### src/rtl/dec_pkg.sv
// Package: shared definitions for the dual gated decoder.
// Assumes a 2-bit mode encoding; the unused code maps to dual operation.
package dec_pkg;

    typedef enum logic [1:0] {
        MODE_DUAL  = 2'b00,
        MODE_WIDE  = 2'b01,
        MODE_WIRED = 2'b10,
        MODE_SPARE = 2'b11
    } dec_mode_e;

    localparam int NUM_SECTIONS = 2;

endpackage

### src/rtl/dec_enable_gate.sv
// Module: two-input enable gate for one decoder section.
// Input e1 is always active low. Parameter FIRST_ACT_HIGH sets the polarity of e0.
// Assumes single-bit inputs; the output is purely combinational.
module dec_enable_gate #(
    parameter bit FIRST_ACT_HIGH = 1'b0
) (
    input  logic e0,
    input  logic e1,
    output logic en
);

    logic e0_active;

    // Choose the polarity of the first input at elaboration time.
    generate
        if (FIRST_ACT_HIGH) begin : g_hi
            assign e0_active = e0;
        end else begin : g_lo
            assign e0_active = ~e0;
        end
    endgenerate

    // The gate opens only when both inputs are at their active levels.
    always_comb begin
        en = e0_active & ~e1;
    end

endmodule

### src/rtl/dec_section.sv
// Module: one binary decoder section with active-low, mutually exclusive outputs.
// Assumes the enable comes from a separate gate; when disabled, all outputs are high.
module dec_section #(
    parameter int ADDR_W = 2,
    localparam int OUTS  = 1 << ADDR_W
) (
    input  logic [ADDR_W-1:0] addr,
    input  logic              en,
    output logic [OUTS-1:0]   out_n
);

    // Drive the addressed output low when the section is enabled.
    always_comb begin
        out_n = '1;
        if (en) begin
            out_n[addr] = 1'b0;
        end
    end

endmodule

### src/rtl/dec_wired_and.sv
// Module: models open-drain outputs tied to one pulled-up line.
// Unselected inputs float high. The result is 1 when inactive or when nothing is selected.
module dec_wired_and #(
    parameter int W = 8
) (
    input  logic [W-1:0] in_n,
    input  logic [W-1:0] sel,
    input  logic         active,
    output logic         y
);

    // A selected low output pulls the shared line low.
    always_comb begin
        y = 1'b1;
        if (active) begin
            y = &(in_n | ~sel);
        end
    end

endmodule

### src/rtl/dual_gated_decoder.sv
// Module: two gated 2-to-4 decoders with a shared address.
// Supports dual, 3-to-8 (wide) and masked wired-AND modes.
// Assumes a combinational context with no clock or reset. Section index 1 is A (upper half of the wide bus), index 0 is B.
module dual_gated_decoder
    import dec_pkg::*;
#(
    parameter int ADDR_W = 2,
    localparam int SEC_OUTS  = 1 << ADDR_W,
    localparam int WIDE_OUTS = NUM_SECTIONS * SEC_OUTS
) (
    input  logic [ADDR_W-1:0]    addr,
    input  logic                 a_en_hi,
    input  logic                 a_en_lo_n,
    input  logic                 b_en_lo_n0,
    input  logic                 b_en_lo_n1,
    input  logic [1:0]           mode,
    input  logic [WIDE_OUTS-1:0] mask,
    output logic [SEC_OUTS-1:0]  a_out_n,
    output logic [SEC_OUTS-1:0]  b_out_n,
    output logic [WIDE_OUTS-1:0] wide_out_n,
    output logic                 wired_and
);

    dec_mode_e           mode_q;
    logic [NUM_SECTIONS-1:0] sec_e0;
    logic [NUM_SECTIONS-1:0] sec_e1;
    logic [NUM_SECTIONS-1:0] sec_en;
    logic [SEC_OUTS-1:0]     sec_out_n [NUM_SECTIONS];

    // Interpret the raw mode bits as the mode type.
    always_comb begin
        mode_q = dec_mode_e'(mode);
    end

    // Route the enable pins, applying the 3-to-8 strapping in wide mode.
    always_comb begin
        sec_e0[1] = a_en_hi;
        sec_e1[1] = a_en_lo_n;
        if (mode_q == MODE_WIDE) begin
            sec_e0[0] = a_en_hi;
            sec_e1[0] = a_en_lo_n;
        end else begin
            sec_e0[0] = b_en_lo_n0;
            sec_e1[0] = b_en_lo_n1;
        end
    end

    // Build one enable gate and one decoder per section.
    generate
        for (genvar s = 0; s < NUM_SECTIONS; s++) begin : g_sec
            dec_enable_gate #(
                .FIRST_ACT_HIGH(s == 1)
            ) u_gate (
                .e0 (sec_e0[s]),
                .e1 (sec_e1[s]),
                .en (sec_en[s])
            );

            dec_section #(
                .ADDR_W(ADDR_W)
            ) u_dec (
                .addr  (addr),
                .en    (sec_en[s]),
                .out_n (sec_out_n[s])
            );

            assign wide_out_n[s*SEC_OUTS +: SEC_OUTS] = sec_out_n[s];
        end
    endgenerate

    assign a_out_n = sec_out_n[1];
    assign b_out_n = sec_out_n[0];

    dec_wired_and #(
        .W(WIDE_OUTS)
    ) u_wired (
        .in_n   (wide_out_n),
        .sel    (mask),
        .active (mode_q == MODE_WIRED),
        .y      (wired_and)
    );

endmodule

### config.mk
export PLATFORM = sky130hd
export DESIGN_NAME = dual_gated_decoder
export DESIGN_NICKNAME = d
export VERILOG_FILES = /design/src/rtl/dec_pkg.sv /design/src/rtl/dec_enable_gate.sv /design/src/rtl/dec_section.sv /design/src/rtl/dec_wired_and.sv /design/src/rtl/dual_gated_decoder.sv
export SDC_FILE = /design/constraint.sdc
export NUM_CORES = 1
export LEC_CHECK = 0
export ABC_CLOCK_PERIOD_IN_PS = 4580
export BUFFER_PORTS_ARGS = -buffer_cell sky130_fd_sc_hd__buf_4
export CAP_MARGIN = 20
export CORE_AREA = 4 4 41 43
export DETAILED_ROUTE_END_ITERATION = 10
export DIE_AREA = 0 0 45 47
export SLEW_MARGIN = 25
export SYNTH_ARGS = -nofsm -noshare
export SYNTH_HDL_FRONTEND = slang
export SYNTH_HIERARCHICAL = 1
export SYNTH_SLANG_ARGS = --single-unit
export TNS_END_PERCENT = 50
### constraint.sdc
create_clock -name vclk -period 4.58
set_input_delay 0.687 -clock vclk [all_inputs]
set_output_delay 0.687 -clock vclk [all_outputs]
set_load 0.01 [all_outputs]
# Word level (Yosys, flattened, before mapping)
# Index checks and enable logic that the tools add are counted.
# totals
ff_bits	0
word_cells	21
in_bits	16
out_inout_bits	17
# classes
eq_ne	2
bitwise	8
order_cmp	2
muxes	7
n_reduce_logical	2
# ops
operator	count
two-way mux 4 bit	2
NOT 8 bit	1
OR 8 bit	1
AND reduction 8 bit	1
two-way mux 1 bit	4
NOT 4 bit	1
< comparator 2 x 3 -> 1 bit (second input constant)	1
NOT 1 bit	3
AND 1 bit	2
demux 1 bit (select 2 bit)	1
equality test 2 x 1 -> 1 bit (second input constant)	1
equality test 2 bit (second input constant)	1
>= comparator 2 x 1 -> 1 bit (second input constant)	1
logical AND 1 bit	1

# Logic depth before layout (Yosys ltp)
# Gate-level depths: netlist of run 1.
# logic_depth
depth_word	9
depth_mapped	6
depth_no_buf	6

# Cells and area by module
# The synthesis of run 1 kept the hierarchy.
# by_module_without_submodules
module	cells_per_inst	area_each_um2	instances	seq_area_each_um2
dual_gated_decoder	12	112.6	1	0.0
dec_wired_and	13	77.6	1	0.0
dec_section	4	28.8	2	0.0
dec_enable_gate (g_sec[1].u_gate)	1	13.8	1	0.0
dec_enable_gate (g_sec[0].u_gate)	1	3.8	1	0.0

# Worst setup path after synthesis of run 1
# Ideal clock, no wire load.
# synth_timing
path_type	input to output
start	input mode[0]
end	output wired_and
path_buffers	0
slack_ns	1.832
arrival_ns	2.061
t_required_ns	3.893
cell_stages	6
cell_sequence	nor2b_4 -> mux2_4 -> nor2_1 -> or3b_1 -> o22ai_2 -> o41ai_2
# synth_between
elab_chain_len	8
elab_cells_between_ends	11
cone_classes	2 x eq/ne; 4 x mux; 4 x bitwise; 1 x reduce/logical
# synth_rtl
element	line_no	rtl
from (decl)	dual_gated_decoder.sv:16	input logic [1:0] mode,
equality test 2 x 1 -> 1 bit	dual_gated_decoder.sv:39	if (mode_q == MODE_WIDE) begin
two-way mux 1 bit	dual_gated_decoder.sv:39	
named net sec_e1[0]	dual_gated_decoder.sv:26	logic [NUM_SECTIONS-1:0] sec_e1;
NOT 1 bit	dec_enable_gate.sv:25	en = e0_active & ~e1;
AND 1 bit	dec_enable_gate.sv:25	
named net sec_en[0]	dual_gated_decoder.sv:27	logic [NUM_SECTIONS-1:0] sec_en;
two-way mux 4 bit	dec_section.sv:15	if (en) begin
named net b_out_n[0]	dual_gated_decoder.sv:19	output logic [SEC_OUTS-1:0] b_out_n,
OR 8 bit	dec_wired_and.sv:16	y = &(in_n | ~sel);
AND reduction 8 bit	dec_wired_and.sv:16	
two-way mux 1 bit	dec_wired_and.sv:15	if (active) begin
to (decl)	dual_gated_decoder.sv:21	output logic wired_and
# The timed path passes the listed nets, and every way through them passes these cells.

# Final worst setup path of run 1
# layout_timing
start	input mode[1]
end	output wired_and
# layout_between
elab_chain_len	8
elab_cells_between_ends	11
cone_classes	2 x eq/ne; 4 x mux; 4 x bitwise; 1 x reduce/logical
# layout_rtl
element	line_no
equality test 2 x 1 -> 1 bit	dual_gated_decoder.sv:39
two-way mux 1 bit	dual_gated_decoder.sv:39
named net sec_e1[0]	dual_gated_decoder.sv:26
NOT 1 bit	dec_enable_gate.sv:25
AND 1 bit	dec_enable_gate.sv:25
named net sec_en[0]	dual_gated_decoder.sv:27
two-way mux 4 bit	dec_section.sv:15
OR 8 bit	dec_wired_and.sv:16
AND reduction 8 bit	dec_wired_and.sv:16
two-way mux 1 bit	dec_wired_and.sv:15
# The timed path passes the listed nets, and every way through them passes these cells.

==> results of run 1 <==
-- cell type report --
cell class | count | area [sq um] | area share (%)
multi-input cells | 19 | 175 | 37.1
repair buffers | 33 | 248 | 52.5
well taps | 15 | 18.8 | 3.98
inverters | 8 | 30.0 | 6.37
-- per-stage QoR --
stage / cells / setup slack (ns) / utilization, %
floorplan: 35 / 1.83 / -
detailed placement: 75 / 1.56 / 36.3
finish: 75 / 1.58 / 36.3
CTS: 75 / 1.56 / 36.3
global route: 75 / 1.45 / 36.3
global placement: 75 / 1.59 / 36.3
-- power by group through the flow --
stage | logic [W] | clock network, W | registers (W)
floorplan | 0.0000169 | 0 | 0
global placement | 0.0000342 | 0 | 0
detailed placement | 0.0000345 | 0 | 0
CTS | 0.0000345 | 0 | 0
global route | 0.0000371 | 0 | 0
finish | 0.0000342 | 0 | 0
-- cells in the mapped netlist, drive strengths merged --
library cell and number:
buf 8, inv 6, nand3b 4, o22ai 4, clkinv 2, mux2 2, nand3 2, nor2b 2
or3b 2, and2b 1, nor2 1, o41ai 1
-- layer usage --
| metal | routed length, um | track usage (%) |
|---|---|---|
| met1 | 310 | 9.21 |
| met2 | 334 | 11.3 |
| met3 | 120 | 1.92 |
| met4 | 0 | 0 |
| met5 | 0 | 0 |
-- path summary, 6_finish.rpt --
| check | cells after the start | slack (ns) | to |
|---|---|---|---|
| max | 8 | 1.58 | wired_and |
| min | 3 | 1.76 | wide_out_n[4] |
-- kinds of logic (layout without fill, tap and decap cells) --
| logic type | count (synthesis) | count (layout) |
|---|---|---|
| AOI/OAI and AO/OA | 5 | 5 |
| buffers and inverters | 16 | 41 |
| muxes | 2 | 2 |
| and+or+nand+nor | 12 | 12 |
==> results.md, run 1 <==
* Run status: complete, no violations
* Sequential cell area fraction in the yosys report at 0%
* Worst path bufs/invs at 2
* Core box area at 1300 sq um
* Crit path kind: primary input to output pin
* Global-route usage over all layers at 6.77%
* Fin. Hold Viols at 0
* Simple-Gate Fraction of Synth Area at 36.8%
* Comb pwr share at 100.0%
* Max Freq at 334 MHz
* Routed WL at 766 um
* Most area-hungry cell type in the Yosys netlist: buf_4
* Peak supply drop at 0.0332 mV
* Total power at 0.0000342 W
* Synthesized area at 265 sq um
* Chip Height at 47 um
* Commonest non-fill, non-tap cells in the layout: buf_4, inv_1, nand3b_1
* Avg Vias per Cell at 4.08
* Design internal power at 0.0000210 W
* Hold Path Class: primary input to output pin
* Switching part of the total power at 38.6%
* # diodes at 0
* Total number of vias at 306
* Sw power at 0.0000132 W
* DR pass1 iterations at 2
* PortBufs at 33
* Startpoint Class: primary input
* Crit path max fanout at 4
* Clock share of power at 0%
* Initial core utilization at 20.4%
* Cell row count at 13
* Clock buffer count at 0
* Final setup violation count at 0
* Syn_nets at 51
* Period utilisation layout at 65.4%
* GPL Wtd Cong at 0.675
* Slowest stage cell, crit path: or3b_1
* Initial DRC count at 2
* Critical-path cell list: buf_4, nor2b_4, mux2_4, nor2_1, or3b_1, o22ai_2, o41ai_2, buf_4
* YS warnings at 6
* Final Max Tran Viols at 0
* Post-synthesis xor/xnor area fraction at 0%
* Fill cells at 150
* Post-Synth Adder-Cell Area at 0%
* Post-CTS Setup Inserts at 0
* Synth Instances at 35
* Die Wd at 45 um
* WL per Instance at 10.2 um
* Initial antenna violation count at 0
* Ports at 33
* Actual slew at the worst max-slew pin at 0.243 ns
* Vias in the first global route at 265
* Yosys cell types at 14
* Area after DPL at 472 sq um
* Worst path top cell family by delay: simple AND/OR/NAND/NOR gates
* DRT antenna net count at 0
* First-pass GRT wire length at 1150 um
* Layout net count at 78
* Design Area, Final at 472 sq um
* Post-route minimum period at 3.00 ns
* Most common cell after layout, fill and taps aside: buf_4
* Most numerous cell on the critical path: buf_4
* DPL Wire Length at 694 um
* Post-synthesis mux area share at 11.3%
* Slew HR at 83.6%
* # Max-Cap Violations at 0
* Critical path launch point: mode[1]
* Reg power frac at 0%
* Reg area at 0 sq um
* # hold bufs at CTS at 0
* Power density over cell area at 72.4 nW/um^2
* Residual DRC count at 0
* Worst Setup End Kind: output pin
* Largest stage delay on the critical path at 0.43 ns
* Post-synthesis average cell area at 7.58 sq um
* Die ar. at 2120 sq um
* Unrepaired setup endpoints after global routing: false
* Main combinational cell family by area after synthesis: simple AND/OR/NAND/NOR gates
* Area contributors post-synth: buf_4, mux2_4, nand3b_1, nor2b_4, inv_1
* Largest net degree at the start of global routing at 9
* Synth top area share at 22.6%
* Grt ovf at 0
* WP data arrival at 2.31 ns
* Resize count post-CTS at 0
* Hold WS at 1.76 ns
* Worst Min Path Start: addr[0]
* Post-synthesis compound-gate area fraction at 17.9%
* Setup TNS at 0 ns
* Fraction of layout cells with a size suffix above 1 at 68.3%
* Layout area overhead at 77.8%
* CP required at 3.89 ns
* Num sequential at 0
* Leak Pwr at 0.242 nW
No activity file was read; power rests on OpenSTA's default activity.
==> run 2, diff against run 1 <==
Settings changed: ABC_CLOCK_PERIOD_IN_PS 4580 to 3000.
Clock period 4.58 ns to 3 ns, I/O delays scaled along.
==> results.md, run 2 (same netlist as run 1, synthesis figures left out) <==
* Run status: complete, no violations
* Fin cells at 75
* Most common cell after layout, fill and taps aside: buf_4
* Critical-path cell list: buf_4, nor2b_4, mux2_4, nor2_1, or3b_1, o22ai_2, o41ai_2, buf_4
* Initial DRC count at 3
* Unrepaired setup endpoints after global routing: false
* Peak supply drop at 0.0402 mV
* Slew HR at 84.6%
* CP required at 2.55 ns
* Cell row count at 13
* Footprint of the multi-input gates at 175 sq um
* Num sequential at 0
* DRT antenna net count at 0
* # Max-Cap Violations at 0
* Dpl cells at 75
* Total number of vias at 314
* Reg area at 0 sq um
* Die Wd at 45 um
* Most numerous cell on the critical path: buf_4
* Chip Height at 47 um
* # hold bufs at CTS at 0
* First-pass GRT wire length at 1160 um
* Die ar. at 2120 sq um
* Worst Hold Path Cells at 4
* Period utilisation layout at 84.6%
* Power density over cell area at 111 nW/um^2
* Critical path launch point: mode[1]
* Clock buffer count at 0
* Startpoint Class: primary input
* Commonest non-fill, non-tap cells in the layout: buf_4, inv_1, nand3b_1
* GPL Wtd Cong at 0.672
* Layout net count at 78
* Residual DRC count at 0
* Post-CTS Setup Inserts at 0
* Final Max Tran Viols at 0
* DPL Wire Length at 714 um
* Core box area at 1300 sq um
* Crit path max fanout at 4
* Fraction of layout cells with a size suffix above 1 at 68.3%
* End point of the critical path: wired_and
* Leak Pwr at 0.242 nW
* Max Freq at 394 MHz
* Initial core utilization at 20.4%
* Ports at 33
* Layout area overhead at 77.8%
* CP Depth at 8
* Fin. Hold Viols at 0
* Hold WS at 1.29 ns
* Actual slew at the worst max-slew pin at 0.228 ns
* Total power at 0.0000524 W
* Vias in the first global route at 275
* DR pass1 iterations at 4
* Worst Setup End Kind: output pin
* Hold Path Class: primary input to output pin
* # diodes at 0
* Crit path kind: primary input to output pin
* Worst path top cell family by delay: simple AND/OR/NAND/NOR gates
* Slowest stage cell, crit path: or3b_1
* Worst path bufs/invs at 2
* Global-route usage over all layers at 6.92%
* Resize count post-CTS at 0
* Avg Vias per Cell at 4.19
* Largest stage delay on the critical path at 0.43 ns
* Largest net degree at the start of global routing at 9
* Routed WL at 779 um
* Post-route minimum period at 2.54 ns
* Final setup violation count at 0
* Initial antenna violation count at 0
* Setup TNS at 0 ns
* WL per Instance at 10.4 um
* PortBufs at 33
* Grt ovf at 0
* WP data arrival at 2.09 ns
* Fill cells at 156
## run 2: cell counts in the layout (fill, tap and decap cells not counted)
No cell type changed its count.
## run 2: cell type report
class              instances  area share (%)
repair buffers            33            52.5
multi-input cells         19            37.1
inverters                  8            6.37
well taps                 15            3.98
## run 2: worst min path at each step
stage | to | from | slack, ns
after detailed placement | wide_out_n[5] | a_en_lo_n | 1.29
after CTS | wide_out_n[4] | addr[0] | 1.29
after floorplan | b_out_n[3] | addr[1] | 1.03
after global placement | wide_out_n[4] | addr[1] | 1.29
after global routing | b_out_n[3] | addr[0] | 1.30
final | wide_out_n[5] | a_en_lo_n | 1.29
## run 2: per-layer routing
metal / vias up / share of wire (%) / track usage [%]
met5: - / 0 / 0
met4: 0 / 0 / 0
li1: 161 / - / -
met2: 20 / 45 / 12.1
met3: 0 / 17 / 2.30
met1: 133 / 38 / 8.76
## run 2: power breakdown
part / switching [W] / leakage [nW] / internal [W]
registers: 0 / 0 / 0
logic: 0.0000204 / 0.242 / 0.0000320
clock network: 0 / 0 / 0
total: 0.0000204 / 0.242 / 0.0000320
## run 2: metrics by stage
stage	worst slack (ns)	instance area, sq um	utilization (%)
floorplan	0.726	265	-
global placement	0.515	472	36.3
detailed placement	0.447	472	36.3
CTS	0.443	472	36.3
global route	0.332	472	36.3
finish	0.463	472	36.3
## run 2: tightest hold or removal path, delay by kind of cell
| family | cells | cell delay (ns) |
|---|---|---|
| buffers and inverters | 2 | 0.23 |
| AND/OR/NAND/NOR | 2 | 0.15 |
==> run 3, diff against run 2 <==
Settings changed: ABC_CLOCK_PERIOD_IN_PS 3000 to 2200.
Clock period 3 ns to 2.2 ns, I/O delays scaled along.
==> results.md, run 3 (same netlist as run 1, synthesis figures left out) <==
* Post-route minimum period at 2.13 ns
* Crit path max fanout at 2
* Layout area overhead at 85.4%
* Leak Pwr at 0.253 nW
* WP data arrival at 1.80 ns
* Initial DRC count at 2
* Avg Vias per Cell at 4.12
* Global route hottest layer: met2
* Power density over cell area at 154 nW/um^2
* Fin. Hold Viols at 0
* Largest net degree at the start of global routing at 9
* Initial core utilization at 20.4%
* Core Util, Final at 37.8%
* Clock buffer count at 0
* Run status: complete, no violations
* Period utilisation layout at 97.0%
* Post-CTS Setup Inserts at 0
* Ports at 33
* Actual slew at the worst max-slew pin at 0.237 ns
* Residual DRC count at 0
* Die Wd at 45 um
* Final Max Tran Viols at 0
* Setup TNS at 0 ns
* WL per Instance at 10.3 um
* Worst Setup End Kind: output pin
* Total number of vias at 317
* Core box area at 1300 sq um
* Cell row count at 13
* Final setup violation count at 0
* Unrepaired setup endpoints after global routing: false
* DRT antenna net count at 0
* M1 GR Usage at 8.31%
* CP required at 1.87 ns
* # diodes at 0
* Layout net count at 80
* GR Util met3 at 2.30%
* Startpoint Class: primary input
* # hold bufs at CTS at 0
* Crit path kind: primary input to output pin
* GPL Wtd Cong at 0.675
* Most common cell after layout, fill and taps aside: buf_4
* Peak supply drop at 0.0726 mV
* Global-route usage over all layers at 6.77%
* Chip Height at 47 um
* Die ar. at 2120 sq um
* Initial antenna violation count at 0
* Routed WL at 791 um
* Hold WS at 1.05 ns
* Grt ovf at 0
* PortBufs at 33
* Commonest non-fill, non-tap cells in the layout: buf_4, inv_1, nand3b_1
* First-pass GRT wire length at 1120 um
* Fill cells at 151
* Max Freq at 469 MHz
* DPL Wire Length at 715 um
* Footprint of the multi-input gates at 180 sq um
* Vias in the first global route at 267
* Slew HR at 84.1%
* GRT met2 Usage at 12.1%
* Hold Path Class: primary input to output pin
* Fraction of layout cells with a size suffix above 1 at 72.6%
* Num sequential at 0
* DR pass1 iterations at 4
* # Max-Cap Violations at 0
* Reg area at 0 sq um
-- run 3: layer usage --
layer / share of wire [%] / vias to the layer above / wire length [um]
met4: 0 / 0 / 0
met5: 0 / - / 0
met1: 35 / 132 / 278
met3: 20 / 0 / 155
li1: - / 165 / -
met2: 45 / 20 / 357
-- run 3: power by group --
part	switching (W)	internal (W)	total (W)
logic	0.0000289	0.0000468	0.0000758
registers	0	0	0
clock network	0	0	0
-- run 3: per-stage QoR --
stage          power (W)  setup slack (ns)  instance area, sq um  cells
5_1_grt        0.0000818           0.00219                   492     77
2_1_floorplan  0.0000352             0.166                   265     35
3_5_place_dp   0.0000748            0.0176                   487     77
6_report       0.0000758            0.0659                   492     77
3_3_place_gp   0.0000747            0.0628                   487     77
4_1_cts        0.0000750            0.0148                   487     77
-- run 3: layout make-up --
class / instances / area share, %
Timing Repair Buffer: 35 / 53.4
Multi-Input combinational cell: 19 / 36.6
Tap cell: 15 / 3.82
Inverter: 8 / 6.11
-- run 3: timing repair --
action / 4_1_cts / 5_1_grt
endpoints found under the hold margin: 0 / 0
endpoints found under the setup margin: 0 / 1
resized for setup: 0 / 2
-- run 3: critical path, stage by stage --
cell	delay [ns]
buf_4	0.12
nor2b_4	0.12
mux2_4	0.31
nor2_2	0.12
or3b_4	0.39
o22ai_2	0.17
o41ai_2	0.10
buf_4	0.15
-- run 3: worst paths after layout --
check                 depth (start not counted)    endpoint      start
worst max-delay path                          8   wired_and    mode[1]
worst min-delay path                          4  a_out_n[1]  a_en_lo_n
